## src/rtl/hdlc_rx_pool.sv

```systemverilog
module hdlc_rx_pool #(
  parameter int POOL_BYTES = 32,
  parameter int LEN_W      = 12
) (
  input  logic             clk,
  input  logic             rst_n,
  input  logic             in_valid,
  input  logic [7:0]       in_data,
  input  logic             in_end,
  input  logic [3:0]       in_stat,
  input  logic             rd_en,
  output logic [7:0]       rd_data,
  input  logic             cmd_wr,
  input  logic [7:0]       cmd,
  input  logic [7:0]       int_clr,
  output logic [7:0]       int_stat,
  output logic             irq,
  output logic [LEN_W-1:0] byte_cnt,
  output logic [7:0]       rx_stat
);
  localparam int AW = $clog2(POOL_BYTES);
  localparam logic [7:0] CMD_REL = 8'h80;
  localparam logic [7:0] CMD_RST = 8'h40;

  typedef enum logic [1:0] {P_FREE, P_FILL, P_HELD} pool_t;

  logic [7:0]       mem [2*POOL_BYTES];
  pool_t            pst [2];
  logic             fin [2];
  logic [LEN_W-1:0] mlen [2];
  logic [7:0]       mstat [2];
  logic             wr_h, hd_h, pres, drop;
  logic [AW-1:0]    wr_cnt, rd_ptr;
  logic [LEN_W-1:0] frm_len;

  wire       do_rel    = cmd_wr && (cmd == CMD_REL);
  wire       do_rst    = cmd_wr && (cmd == CMD_RST);
  wire [7:0] stat_byte = {in_stat, 4'b0000};
  wire       in_take   = (in_valid || in_end) && !drop && !do_rst;
  wire       can_wr    = (pst[wr_h] != P_HELD);
  wire       wr_fire   = in_take && can_wr;
  wire       ovf_ev    = in_take && !can_wr;
  wire       pool_done = wr_fire && (in_end || (wr_cnt == AW'(POOL_BYTES-1)));
  wire       rel_go    = do_rel && pres;
  wire       present   = !pres && (pst[hd_h] == P_HELD) && !do_rst;
  wire [7:0] wbyte     = in_end ? stat_byte : in_data;

  assign rd_data = mem[{hd_h, rd_ptr}];
  assign irq     = |int_stat;

  always_ff @(posedge clk) begin
    if (wr_fire) mem[{wr_h, wr_cnt}] <= wbyte;
  end

  always_ff @(posedge clk or negedge rst_n) begin
    if (!rst_n) begin
      for (int i = 0; i < 2; i++) begin
        pst[i]   <= P_FREE;
        fin[i]   <= 1'b0;
        mlen[i]  <= '0;
        mstat[i] <= '0;
      end
      wr_h     <= 1'b0;
      hd_h     <= 1'b0;
      pres     <= 1'b0;
      drop     <= 1'b0;
      wr_cnt   <= '0;
      rd_ptr   <= '0;
      frm_len  <= '0;
      byte_cnt <= '0;
      rx_stat  <= '0;
    end else if (do_rst) begin
      for (int i = 0; i < 2; i++) pst[i] <= P_FREE;
      wr_h    <= 1'b0;
      hd_h    <= 1'b0;
      pres    <= 1'b0;
      drop    <= 1'b0;
      wr_cnt  <= '0;
      rd_ptr  <= '0;
      frm_len <= '0;
    end else begin
      if (wr_fire) begin
        pst[wr_h] <= pool_done ? P_HELD : P_FILL;
        wr_cnt    <= pool_done ? '0 : wr_cnt + 1'b1;
        if (pool_done) wr_h <= ~wr_h;
        if (in_end) begin
          fin[wr_h]   <= 1'b1;
          mlen[wr_h]  <= frm_len + 1'b1;
          mstat[wr_h] <= stat_byte;
          frm_len     <= '0;
        end else begin
          frm_len <= frm_len + 1'b1;
          if (pool_done) fin[wr_h] <= 1'b0;
        end
      end
      if (ovf_ev) drop <= 1'b1;
      if (rel_go) begin
        pst[hd_h] <= P_FREE;
        hd_h      <= ~hd_h;
        pres      <= 1'b0;
        rd_ptr    <= '0;
      end else if (rd_en && pres) begin
        rd_ptr <= rd_ptr + 1'b1;
      end
      if (present) begin
        pres <= 1'b1;
        if (fin[hd_h]) begin
          byte_cnt <= mlen[hd_h];
          rx_stat  <= mstat[hd_h];
        end
      end
    end
  end

  always_ff @(posedge clk or negedge rst_n) begin
    if (!rst_n) int_stat <= '0;
    else int_stat <= (int_stat & ~int_clr)
                   | {present && fin[hd_h], present && !fin[hd_h], ovf_ev, 5'b00000};
  end

  AST_FRAME_END_FLAG: assert property (@(posedge clk) disable iff (!rst_n)
    ($rose(pres) && fin[hd_h]) |-> int_stat[7]);
  AST_POOL_READY_FLAG: assert property (@(posedge clk) disable iff (!rst_n)
    ($rose(pres) && !fin[hd_h]) |-> int_stat[6]);
  AST_RELEASE_FREES: assert property (@(posedge clk) disable iff (!rst_n)
    (cmd_wr && cmd == CMD_REL && pres) |=> (pst[$past(hd_h)] == P_FREE));
  AST_HELD_INFO_STABLE: assert property (@(posedge clk) disable iff (!rst_n)
    (pres && $past(pres)) |-> ($stable(byte_cnt) && $stable(rx_stat)));
  AST_OVERFLOW_FLAG: assert property (@(posedge clk) disable iff (!rst_n)
    $rose(drop) |-> int_stat[5]);
  AST_RESET_EMPTIES: assert property (@(posedge clk) disable iff (!rst_n)
    (cmd_wr && cmd == CMD_RST) |=> (!pres && !drop && pst[0] == P_FREE && pst[1] == P_FREE));
  AST_IRQ_MATCH: assert property (@(posedge clk) disable iff (!rst_n)
    irq == (int_stat != 8'h00));
endmodule

```

## config.mk

```make
export PLATFORM = sky130hd
export DESIGN_NAME = hdlc_rx_pool
export DESIGN_NICKNAME = d
export VERILOG_FILES = /design/src/rtl/hdlc_rx_pool.sv
export SDC_FILE = /design/constraint.sdc
export NUM_CORES = 1
export LEC_CHECK = 0
export BUFFER_PORTS_ARGS = -buffer_cell sky130_fd_sc_hd__buf_2
export CORE_UTILIZATION = 59
export CTS_BUF_LIST = sky130_fd_sc_hd__clkbuf_2 sky130_fd_sc_hd__clkbuf_4 sky130_fd_sc_hd__clkbuf_8
export DETAILED_ROUTE_END_ITERATION = 12
export GPL_ROUTABILITY_DRIVEN = 0
export PLACE_DENSITY = 0.82
export RECOVER_POWER = 100
export SLEW_MARGIN = 5
export SYNTH_ARGS = -nofsm -noshare
export SYNTH_HDL_FRONTEND = slang
export SYNTH_SLANG_ARGS = --single-unit
```

## constraint.sdc

```tcl
create_clock -name clk -period 7.7 [get_ports clk]
set_clock_uncertainty 0.05 [all_clocks]
set_input_delay 1.155 -clock clk [delete_from_list [all_inputs] [get_ports clk]]
set_output_delay 1.155 -clock clk [all_outputs]
set_load 0.01 [all_outputs]
```

==> summary.md, run 1 <==
| Metric | Value |
|---|---|
| Net switching power | `roughly 2600 µW` |
| Number of synthesized register bits | `600` |
| Post-synthesis simple-gate area fraction | `between 4 and 5%` |
| Final setup TNS | `0 ns` |
| Ordered list of cells on the worst path | `clkbuf_1 > and2_0 > a211oi_1 > a22o_1 > o21ai_0 > clkbuf_1` |
| Required time at the endpoint of the critical path | `between 6 and 7 ns` |
| Core Area | `39900 µm²` |
| CTS H-tree lvls | `3` |
| Number of antenna violations at the first check in global routing | `1` |
| Average cell area after synthesis | `between 15 and 20 µm²` |
| Setup Viol. Count Final | `0` |
| Synthesized-area fraction occupied by xor and xnor cells | `less than 1%` |
| Measured slew at the worst slew-check pin | `3.24 ns` |
| Fill cell total of the finished layout | `2558` |
| Drt total wl | `~53 mm` |
| Number of iterations in the first detailed-routing pass | `7` |
| Maximum VDD drop | `0.183 mV` |
| CP Capture Type | `primary output` |
| Clk buf depth | `3` |
| Distinct cell type count of the synthesized netlist | `a little under 60` |
| Global route total overflow | `0` |
| Top cell type by total area after synthesis | `edfxtp_1` |
| Vias in the first global route | `between 10000 and 15000` |
| Instance count after placement with tap cells included | `1913` |
| Wirelength per Cell | `~26 µm` |
| Clk_lat worst skew | `0.65 ns` |
| Maximum cell stage delay along the critical path | `approximately 1.3 ns` |
| Post_cts resized | `0` |
| Post-synthesis async set-or-reset flop share | `14.7%` |
| Area used by multi-input combinational logic | `between 5000 and 6000 µm²` |
| Int Pwr | `around 5800 µW` |
| Clock share of power | `about 30%` |
| Area of the die | `between 40000 and 50000 µm²` |
| Die extent in x | `between 200 and 250 µm` |
| Root cell of the clock tree | `clkbuf_8` |
| Post-Synthesis Cells | `roughly 1400` |
| Crit path launch type | `flop` |
| Minimum clock period | `between 6 and 7 ns` |
| Commonest register cell after synthesis | `edfxtp_1` |
| Switching part of the total power | `between 30% and 40%` |
| Violation count after the first detailed-route iteration | `1487` |
| Vias/cell | `roughly 6.4` |
| Post-CTS Hold Buffers | `0` |
| Commonest non-fill, non-tap cells in the layout | `edfxtp_1, mux2i_1, clkbuf_8` |
| Final Hold Viols | `0` |
| Setup fix buffers added after clock tree synthesis | `0` |
| Max Fclk | `0.156 GHz` |
| Final max-slew violation count | `661` |
| Clk sinks | `600` |
| Layout overhead on the synthesized area | `9.92%` |
| Number of enable flip-flop cells after synthesis | `512` |
| Port-buffer cells | `66` |
| Setup repair after global routing missed its margin | `false` |
| DRC viols | `0` |
| Layout Cells excl Fill | `2068` |
| Synth area leaders | `edfxtp_1, dfrtp_1, mux4_2, mux2i_1, mux2_2` |
| Overall Global Routing Usage | `26.5%` |
| Antenna Violating Nets Remaining | `0` |
| Share of cell area taken by muxes after synthesis | `between 10 and 15%` |
| Dominant combinational cell family by area after synthesis | `multiplexers` |
| Nets | `about 1500` |
| Num ports | `71` |
| Overall via count from detail_route | `around 13000` |
| Row cnt | `73` |
| Worst min path class | `flop to flop` |
| Period utilization | `approximately 83%` |
| First-pass GRT wire length | `around 80 mm` |
| Critical path class | `flop to primary output` |
| Run status | `complete, but fails checks` |
| Critical path data arrival time | `5.20 ns` |
| Area share of the largest cell type after synthesis | `between 60 and 70%` |
| Clk pin slew, worst setup/hold paths | `approximately 0.060 ns` |
| ANT cells | `0` |
| Cell area power density | `~320 nW/µm²` |
| Compound-Gate Fraction of Synth Area | `~5.9%` |
| Effective utilization at floorplan | `around three fifths` |
| Adder-cell share of the synthesized area | `0.209%` |
| TritonCTS clock tree | `done` |
| Largest net degree at the start of global routing | `65` |
| Chip Height | `between 200 and 250 µm` |
| Count of maximum capacitance violations | `12` |
| HPWL after detailed placement | `32.1 mm` |
| Most common cell after layout, fill and taps aside | `edfxtp_1` |
| Most common cell type on the critical path | `clkbuf_1` |
| Leakage power | `around 0.0091 µW` |
| Critical Path Slowest Stage Cell | `clkbuf_1` |
| Worst-path maximum fanout | `30` |
| Area taken by flip-flops and latches | `approximately 18000 µm²` |
| Fraction of the yosys area taken by sequential cells | `around three quarters` |
| Rel. slew slack | `-116%` |
| Violations in the final reports | `capacitance limit, slew limit` |
| Part of the power in registers | `~45%` |
| Count of warnings emitted by yosys | `0` |
| Ratio of cells with drive above 1 in the final layout | `roughly 20%` |
| Cell area after technology mapping | `between 20000 and 25000 µm²` |
| Number of buffers created by CTS | `between 90 and 100` |
| Logic gate share of total power | `25.3%` |
## logic make-up after synthesis
family	after synthesis
fa+ha+maj	4
flops	600
simple gates	217
xor+xnor	15
other cells	1
buf+inv	96
mux	239
compound gates	213
## stage by stage
stage / setup WS [ns] / hold slack, ns / power (µW) / area (µm²) / util [%]
6_report: 1.29 / 0.427 / 8460 / 26400 / 66.0
5_1_grt: 1.27 / 0.462 / 8730 / 26400 / 66.0
4_1_cts: 2.49 / 0.413 / 8460 / 26500 / 66.4
2_1_floorplan: 4.01 / 0.394 / 5310 / 24000 / -
3_5_place_dp: 3.16 / 0.416 / 5990 / 24800 / 62.1
3_3_place_gp: 3.23 / 0.408 / 5930 / 24800 / 62.1
## registers in the layout, indices dropped and copies added (netlist names), named ones only
| signal | flops |
|---|---|
| byte_cnt | 12 |
| pst | 4 |
| mstat | 8 |
| frm_len | 12 |
| pres | 1 |
| wr_h | 1 |
| mlen | 24 |
| rx_stat | 4 |
| int_stat | 8 |
| mem | 512 |
| wr_cnt | 5 |
| hd_h | 1 |
| drop | 1 |
| rd_ptr | 5 |
## power groups by stage
stage,sequential (µW),combinational [µW],clock (µW)
final,3820,2140,2490
after global placement,3870,2060,0
after CTS,3810,2130,2520
after detailed placement,3880,2110,0
after floorplan,3740,1570,0
after global routing,3840,2250,2640
## synth_stat cells (all sizes together), types with 4 or more instances
cell type and count:
a211oi 16, a21oi 32, a221o 7, a221oi 30, a22o 9, buf 42
clkbuf 47, dfrtp 88, edfxtp 512, ha 4, inv 7, mux2 48
mux2i 123, mux4 68, nand2 49, nand2b 4, nand3 11, nand3b 7
nand4 6, nand4b 5, nor2 89, nor2b 14, o21ai 76, o221ai 14
o22ai 18, or3 9, xnor2 9, xor2 6
## worst paths after layout
path	start	endpoint	slack (ns)	depth (start not counted)
worst max-delay path	rd_ptr[2]$_DFFE_PN0P_	rd_data[4]	1.29	6
worst min-delay path	mlen[16]$_DFFE_PN0P_	mlen[16]$_DFFE_PN0P_	0.43	2
worst max register to register	rd_ptr[2]$_DFFE_PN0P_	rd_ptr[4]$_DFFE_PN0P_	3.76	5
worst min register to register	mlen[16]$_DFFE_PN0P_	mlen[16]$_DFFE_PN0P_	0.43	2
max in group asynchronous	rst_n	rd_ptr[0]$_DFFE_PN0P_	2.90	2
min in group asynchronous	rst_n	mlen[1]$_DFFE_PN0P_	1.09	1
## per-layer routing
layer / vias up / global-route usage, % / share of wire [%]
met5: - / 0 / 0.021
met4: 2 / 11.6 / 4.0
met3: 149 / 7.19 / 11
met2: 777 / 40.2 / 47
met1: 6645 / 36.3 / 38
li1: 5691 / - / -
## final cells by class
class,count,share of cell area (%)
clock buffer,126,5.87
timing repair buffer,89,1.60
clock inverter,29,0.598
multi-input combinational,692,22.6
inverter,7,0.0997
sequential,600,66.7
tap,525,2.49
## worst max-delay path, delay by kind of cell (launching register included)
kind,cells,cell delay (ns)
AOI/OAI and AO/OA,3,1.08
buffers and inverters,2,1.48
DFF,1,0.71
and+or+nand+nor,1,1.28
Power figures use the tool's default switching activity.
==> run 2, diff against run 1 <==
==> constraint.sdc (replaced) <==
create_clock -name clk -period 6.05 [get_ports clk]
set_clock_uncertainty 0.05 [all_clocks]
set_input_delay 0.9075 -clock clk [delete_from_list [all_inputs] [get_ports clk]]
set_output_delay 0.9075 -clock clk [all_outputs]
set_load 0.01 [all_outputs]
==> summary.md, run 2 (synthesized netlist as in run 1, its figures left out) <==
| Metric | Value |
|---|---|
| Total power consumption of the routed design | `11000 µW` |
| Worst min path class | `input port to flop` |
| Clk buf depth | `3` |
| Overall via count from detail_route | `13093` |
| Setup repair after global routing missed its margin | `false` |
| Cell area power density | `between 400 and 500 nW/µm²` |
| Final Hold Viols | `0` |
| Global route total overflow | `0` |
| Overall Global Routing Usage | `between 20 and 30%` |
| First-pass GRT wire length | `slightly below 80 mm` |
| Instance count after placement with tap cells included | `roughly 1900` |
| Most flops, register | `mem` |
| Tightest hold margin | `approximately 0.35 ns` |
| Layout Cells excl Fill | `2075` |
| Count of maximum capacitance violations | `10` |
| Antenna Violating Nets Remaining | `0` |
| Clk pin slew, worst setup/hold paths | `approximately 0.070 ns` |
| DRC viols | `0` |
| Final max-slew violation count | `between 500 and 600` |
| TritonCTS clock tree | `done` |
| Post-CTS Hold Buffers | `0` |
| Core Area | `approximately 40000 µm²` |
| Maximum VDD drop | `between 0.2 and 0.3 mV` |
| Maximum cell stage delay along the critical path | `between 1 and 1.5 ns` |
| Crit-path leading delay family | `flip-flops` |
| Setup Viol. Count Final | `0` |
| Layout overhead on the synthesized area | `10.7%` |
| Period utilization | `about 90%` |
| Die extent in x | `204 µm` |
| Clk sinks | `600` |
| Post-placement worst setup slack | `~1.8 ns` |
| Crit path launch type | `flop` |
| Setup fix buffers added after clock tree synthesis | `0` |
| Required time at the endpoint of the critical path | `roughly 5.1 ns` |
| Drt total wl | `51.6 mm` |
| Nets | `between 1500 and 2000` |
| Final setup TNS | `0 ns` |
| Violation count after the first detailed-route iteration | `1406` |
| Worst setup margin | `0.682 ns` |
| Chip Height | `between 200 and 250 µm` |
| Area of the die | `approximately 41000 µm²` |
| Row cnt | `73` |
| Flip-flop count of the largest register after layout | `between 500 and 600` |
| Port-buffer cells | `66` |
| Wirelength per Cell | `approximately 25 µm` |
| Leakage power | `0.00918 µW` |
| HPWL after detailed placement | `31.4 mm` |
| Minimum clock period | `about 5.4 ns` |
| Number of iterations in the first detailed-routing pass | `5` |
| Vias in the first global route | `12995` |
| Commonest non-fill, non-tap cells in the layout | `edfxtp_1, mux2i_1, clkbuf_8` |
| CTS H-tree lvls | `3` |
| Critical path class | `flop to primary output` |
| Worst-path maximum fanout | `33` |
| Post_cts resized | `0` |
| Max Fclk | `between 0.15 and 0.2 GHz` |
| Rel. slew slack | `-109%` |
| Largest net degree at the start of global routing | `approximately 70` |
| Ratio of cells with drive above 1 in the final layout | `between 15 and 20%` |
| CP Capture Type | `primary output` |
| Measured slew at the worst slew-check pin | `about 3.1 ns` |
| Number of buffers created by CTS | `between 90 and 100` |
| Ordered list of cells on the worst path | `nand3b_1 > o22ai_1 > a211oi_1 > a22o_1 > o21ai_0 > clkbuf_1` |
| Leading registers by flop count | `mem: 512 flops, mlen: 24 flops` |
| Num ports | `between 70 and 80` |
| Vias/cell | `about 6.3` |
| Critical Path Slowest Stage Cell | `dfrtp_1` |
| Critical path data arrival time | `roughly 4.4 ns` |
| Run status | `complete, but fails checks` |
| Effective utilization at floorplan | `between 60% and 70%` |
| Violations in the final reports | `capacitance limit, slew limit` |
| Most common cell after layout, fill and taps aside | `edfxtp_1` |
| Clk_lat worst skew | `about 0.65 ns` |
| Root cell of the clock tree | `clkbuf_8` |
| Number of antenna violations at the first check in global routing | `2` |
| Worst Path Buf+Inv | `1` |
-- run 2: worst paths after layout --
kind	from	endpoint	slack [ns]	depth (start not counted)
max	rd_ptr[1]$_DFFE_PN0P_	rd_data[1]	0.68	6
min	int_clr[1]	int_stat[1]$_DFF_PN0_	0.35	2
max reg2reg	wr_h$_DFFE_PN0P_	mem[10][6]$_DFFE_PP_	2.16	4
min reg2reg	mlen[8]$_DFFE_PN0P_	mlen[8]$_DFFE_PN0P_	0.43	2
max in group asynchronous	rst_n	rd_ptr[0]$_DFFE_PN0P_	3.46	2
min in group asynchronous	rst_n	mlen[10]$_DFFE_PN0P_	0.86	1
-- run 2: layout make-up --
cell class,instances,area [µm²]
Multi-Input combinational cell,692,5970
Tap cell,525,657
Clock inverter,45,393
Antenna cell,1,2.50
Fill cell,2530,13400
Sequential cell,600,17600
Clock buffer,121,1490
Timing Repair Buffer,84,417
Inverter,7,26.3
-- run 2: power breakdown --
part	total [µW]	switching, µW	internal (µW)
logic	2630	1530	1100
clock network	3430	1520	1910
registers	4930	297	4630
-- run 2: worst reg2reg max path, delay by kind of cell, from the launching register on --
kind             cells  cell delay [ns]
DFF                  1             0.79
muxes                1             0.54
and+or+nand+nor      3             2.12
-- run 2: per-layer routing --
metal  global-route usage, %  routed length (µm)  vias up
met3                    5.47                5410      115
met5                       0                  12        -
met1                    36.3               20400     6544
met2                    39.0               24200      758
met4                    10.4                1590        2
li1                        -                   -     5674
-- run 2: per-stage QoR --
stage                     utilization, %  cell area, µm²
after floorplan                        -           24000
after global placement              62.1           24800
after detailed placement            62.1           24800
after CTS                           66.8           26700
after global routing                66.5           26500
final                               66.5           26500
==> run 3, diff against run 2 <==
--- a/config.mk
+++ b/config.mk
@@ -10,7 +10,7 @@
 export CTS_BUF_LIST = sky130_fd_sc_hd__clkbuf_2 sky130_fd_sc_hd__clkbuf_4 sky130_fd_sc_hd__clkbuf_8
 export DETAILED_ROUTE_END_ITERATION = 12
 export GPL_ROUTABILITY_DRIVEN = 0
-export PLACE_DENSITY = 0.82
+export PLACE_DENSITY = 0.76
 export RECOVER_POWER = 100
 export SLEW_MARGIN = 5
 export SYNTH_ARGS = -nofsm -noshare
==> summary.md, run 3 (synthesized netlist as in run 1, its figures left out) <==
| Metric | Value |
|---|---|
| TritonCTS clock tree | `done` |
| Number of iterations in the first detailed-routing pass | `5` |
| Crit path launch type | `flop` |
| Most common cell after layout, fill and taps aside | `edfxtp_1` |
| Worst-path maximum fanout | `19` |
| Clk pin slew, worst setup/hold paths | `0.06 ns` |
| Vias in the first global route | `around 13000` |
| Post_cts resized | `0` |
| Violations in the final reports | `capacitance limit, slew limit` |
| Row cnt | `73` |
| Setup fix buffers added after clock tree synthesis | `0` |
| Number of buffers created by CTS | `90` |
| Critical path data arrival time | `approximately 4 ns` |
| Required time at the endpoint of the critical path | `a little over 5 ns` |
| Cell area power density | `~400 nW/µm²` |
| Maximum VDD drop | `roughly 0.21 mV` |
| Die extent in x | `between 200 and 250 µm` |
| Ratio of cells with drive above 1 in the final layout | `about a fifth` |
| Drt total wl | `approximately 52 mm` |
| Total power consumption of the routed design | `around 11000 µW` |
| Area of the die | `41500 µm²` |
| Area post-placement | `24800 µm²` |
| Period utilization | `around 82%` |
| Port-buffer cells | `66` |
| Post-CTS Hold Buffers | `0` |
| Number of antenna violations at the first check in global routing | `0` |
| Measured slew at the worst slew-check pin | `between 3 and 4 ns` |
| HPWL after detailed placement | `31.5 mm` |
| Global route total overflow | `0` |
| Critical R2R Launch | `wr_h$_DFFE_PN0P_` |
| DRC viols | `0` |
| Clk buf depth | `3` |
| CP Capture Type | `primary output` |
| Leading registers by flop count | `mem: 512 flops, mlen: 24 flops` |
| Root cell of the clock tree | `clkbuf_8` |
| Setup crit end | `rd_data[4]` |
| Num ports | `about 70` |
| CTS H-tree lvls | `3` |
| Layout overhead on the synthesized area | `10.3%` |
| Fill cell total of the finished layout | `approximately 2700` |
| R2r endpoint | `mem[37][5]$_DFFE_PP_` |
| Most flops, register | `mem` |
| Vias/cell | `slightly above 6` |
| Final setup TNS | `0 ns` |
| Effective utilization at floorplan | `60.1%` |
| Flip-flop count of the largest register after layout | `approximately 510` |
| Register-to-register path setup slack | `roughly 2.1 ns` |
| Count of maximum capacitance violations | `8` |
| Overall Global Routing Usage | `approximately a quarter` |
| Run status | `complete, but fails checks` |
| Worst min path class | `input port to flop` |
| Core Area | `between 30000 and 40000 µm²` |
| Wirelength per Cell | `25.2 µm` |
| First-pass GRT wire length | `~80 mm` |
| Final Hold Viols | `0` |
| Nets | `1518` |
| Overall via count from detail_route | `~13000` |
| Reg2reg path depth | `4` |
| Final max-slew violation count | `520` |
| Largest net degree at the start of global routing | `65` |
| Clk_lat worst skew | `between 0.6 and 0.7 ns` |
| ANT cells | `0` |
| Clk sinks | `600` |
| Max Fclk | `~0.20 GHz` |
| Rel. slew slack | `-134%` |
| Leakage power | `about 0.009 µW` |
| Commonest non-fill, non-tap cells in the layout | `edfxtp_1, mux2i_1, clkbuf_8` |
| Critical path class | `flop to primary output` |
| Setup repair after global routing missed its margin | `false` |
| Minimum clock period | `~5.0 ns` |
| Setup Viol. Count Final | `0` |
| Crit path launch | `rd_ptr[2]$_DFFE_PN0P_` |
| Violation count after the first detailed-route iteration | `about 1500` |
| Antenna Violating Nets Remaining | `0` |
| Final instance area | `between 20000 and 30000 µm²` |
| Chip Height | `~200 µm` |
-- run 3: cell count changes in the layout (fill, tap and decap cells not counted), sizes merged --
cell and delta:
clkinv -6, bufinv -7, clkbuf +8, diode -1, clkinvlp -2, buf +5, inv +2
-- run 3: worst min-delay path by stage --
stage / cells after the start / end / slack (ns) / start
2_1_floorplan: 2 / mlen[0]$_DFFE_PN0P_ / 0.39 / mlen[0]$_DFFE_PN0P_
3_3_place_gp: 2 / mlen[4]$_DFFE_PN0P_ / 0.41 / mlen[4]$_DFFE_PN0P_
3_5_place_dp: 2 / mlen[20]$_DFFE_PN0P_ / 0.42 / mlen[20]$_DFFE_PN0P_
4_1_cts: 1 / mlen[12]$_DFFE_PN0P_ / 0.07 / rst_n
5_1_grt: 2 / int_stat[2]$_DFF_PN0_ / 0.33 / int_clr[2]
6_report: 2 / int_stat[0]$_DFF_PN0_ / 0.35 / int_clr[0]
-- run 3: area by class of cell --
type	instances	area (µm²)	share of cell area [%]
inverter	7	26.3	0.0994
sequential	600	17600	66.5
tap	525	657	2.48
multi-input combinational	692	5970	22.6
clock inverter	32	149	0.563
clock buffer	129	1580	5.98
timing repair buffer	89	477	1.80
-- run 3: stage by stage --
| stage | hold slack (ns) | instances | setup WS, ns | utilization (%) |
|---|---|---|---|---|
| 2_1_floorplan | 0.394 | 1388 | 2.60 | - |
| 3_3_place_gp | 0.408 | 1913 | 1.90 | 62.2 |
| 3_5_place_dp | 0.416 | 1913 | 1.84 | 62.2 |
| 4_1_cts | 0.0730 | 2074 | 1.23 | 66.5 |
| 5_1_grt | 0.329 | 2074 | 0.895 | 66.3 |
| 6_report | 0.354 | 2074 | 1.06 | 66.3 |
-- run 3: critical path: stages, from the launching register on --
cell,delay [ns]
dfrtp_1,0.95
clkbuf_1,0.34
and2_0,1.01
a211oi_1,0.31
a22o_1,0.28
o21ai_0,0.27
clkbuf_1,0.21
-- run 3: report_power, final --
part,total (µW),switching (µW),internal (µW)
Sequential,4930,295,4630
Combinational,2610,1480,1130
Clock,3170,1490,1680
Total,10700,3260,7450
-- run 3: metal layers --
layer | up-vias | routed length, µm | global-route usage [%]
met5 | - | 0 | 0
met4 | 0 | 1500 | 9.77
met3 | 98 | 4540 | 6.41
met2 | 586 | 25600 | 42.2
met1 | 6569 | 20600 | 34.5
li1 | 5688 | - | -
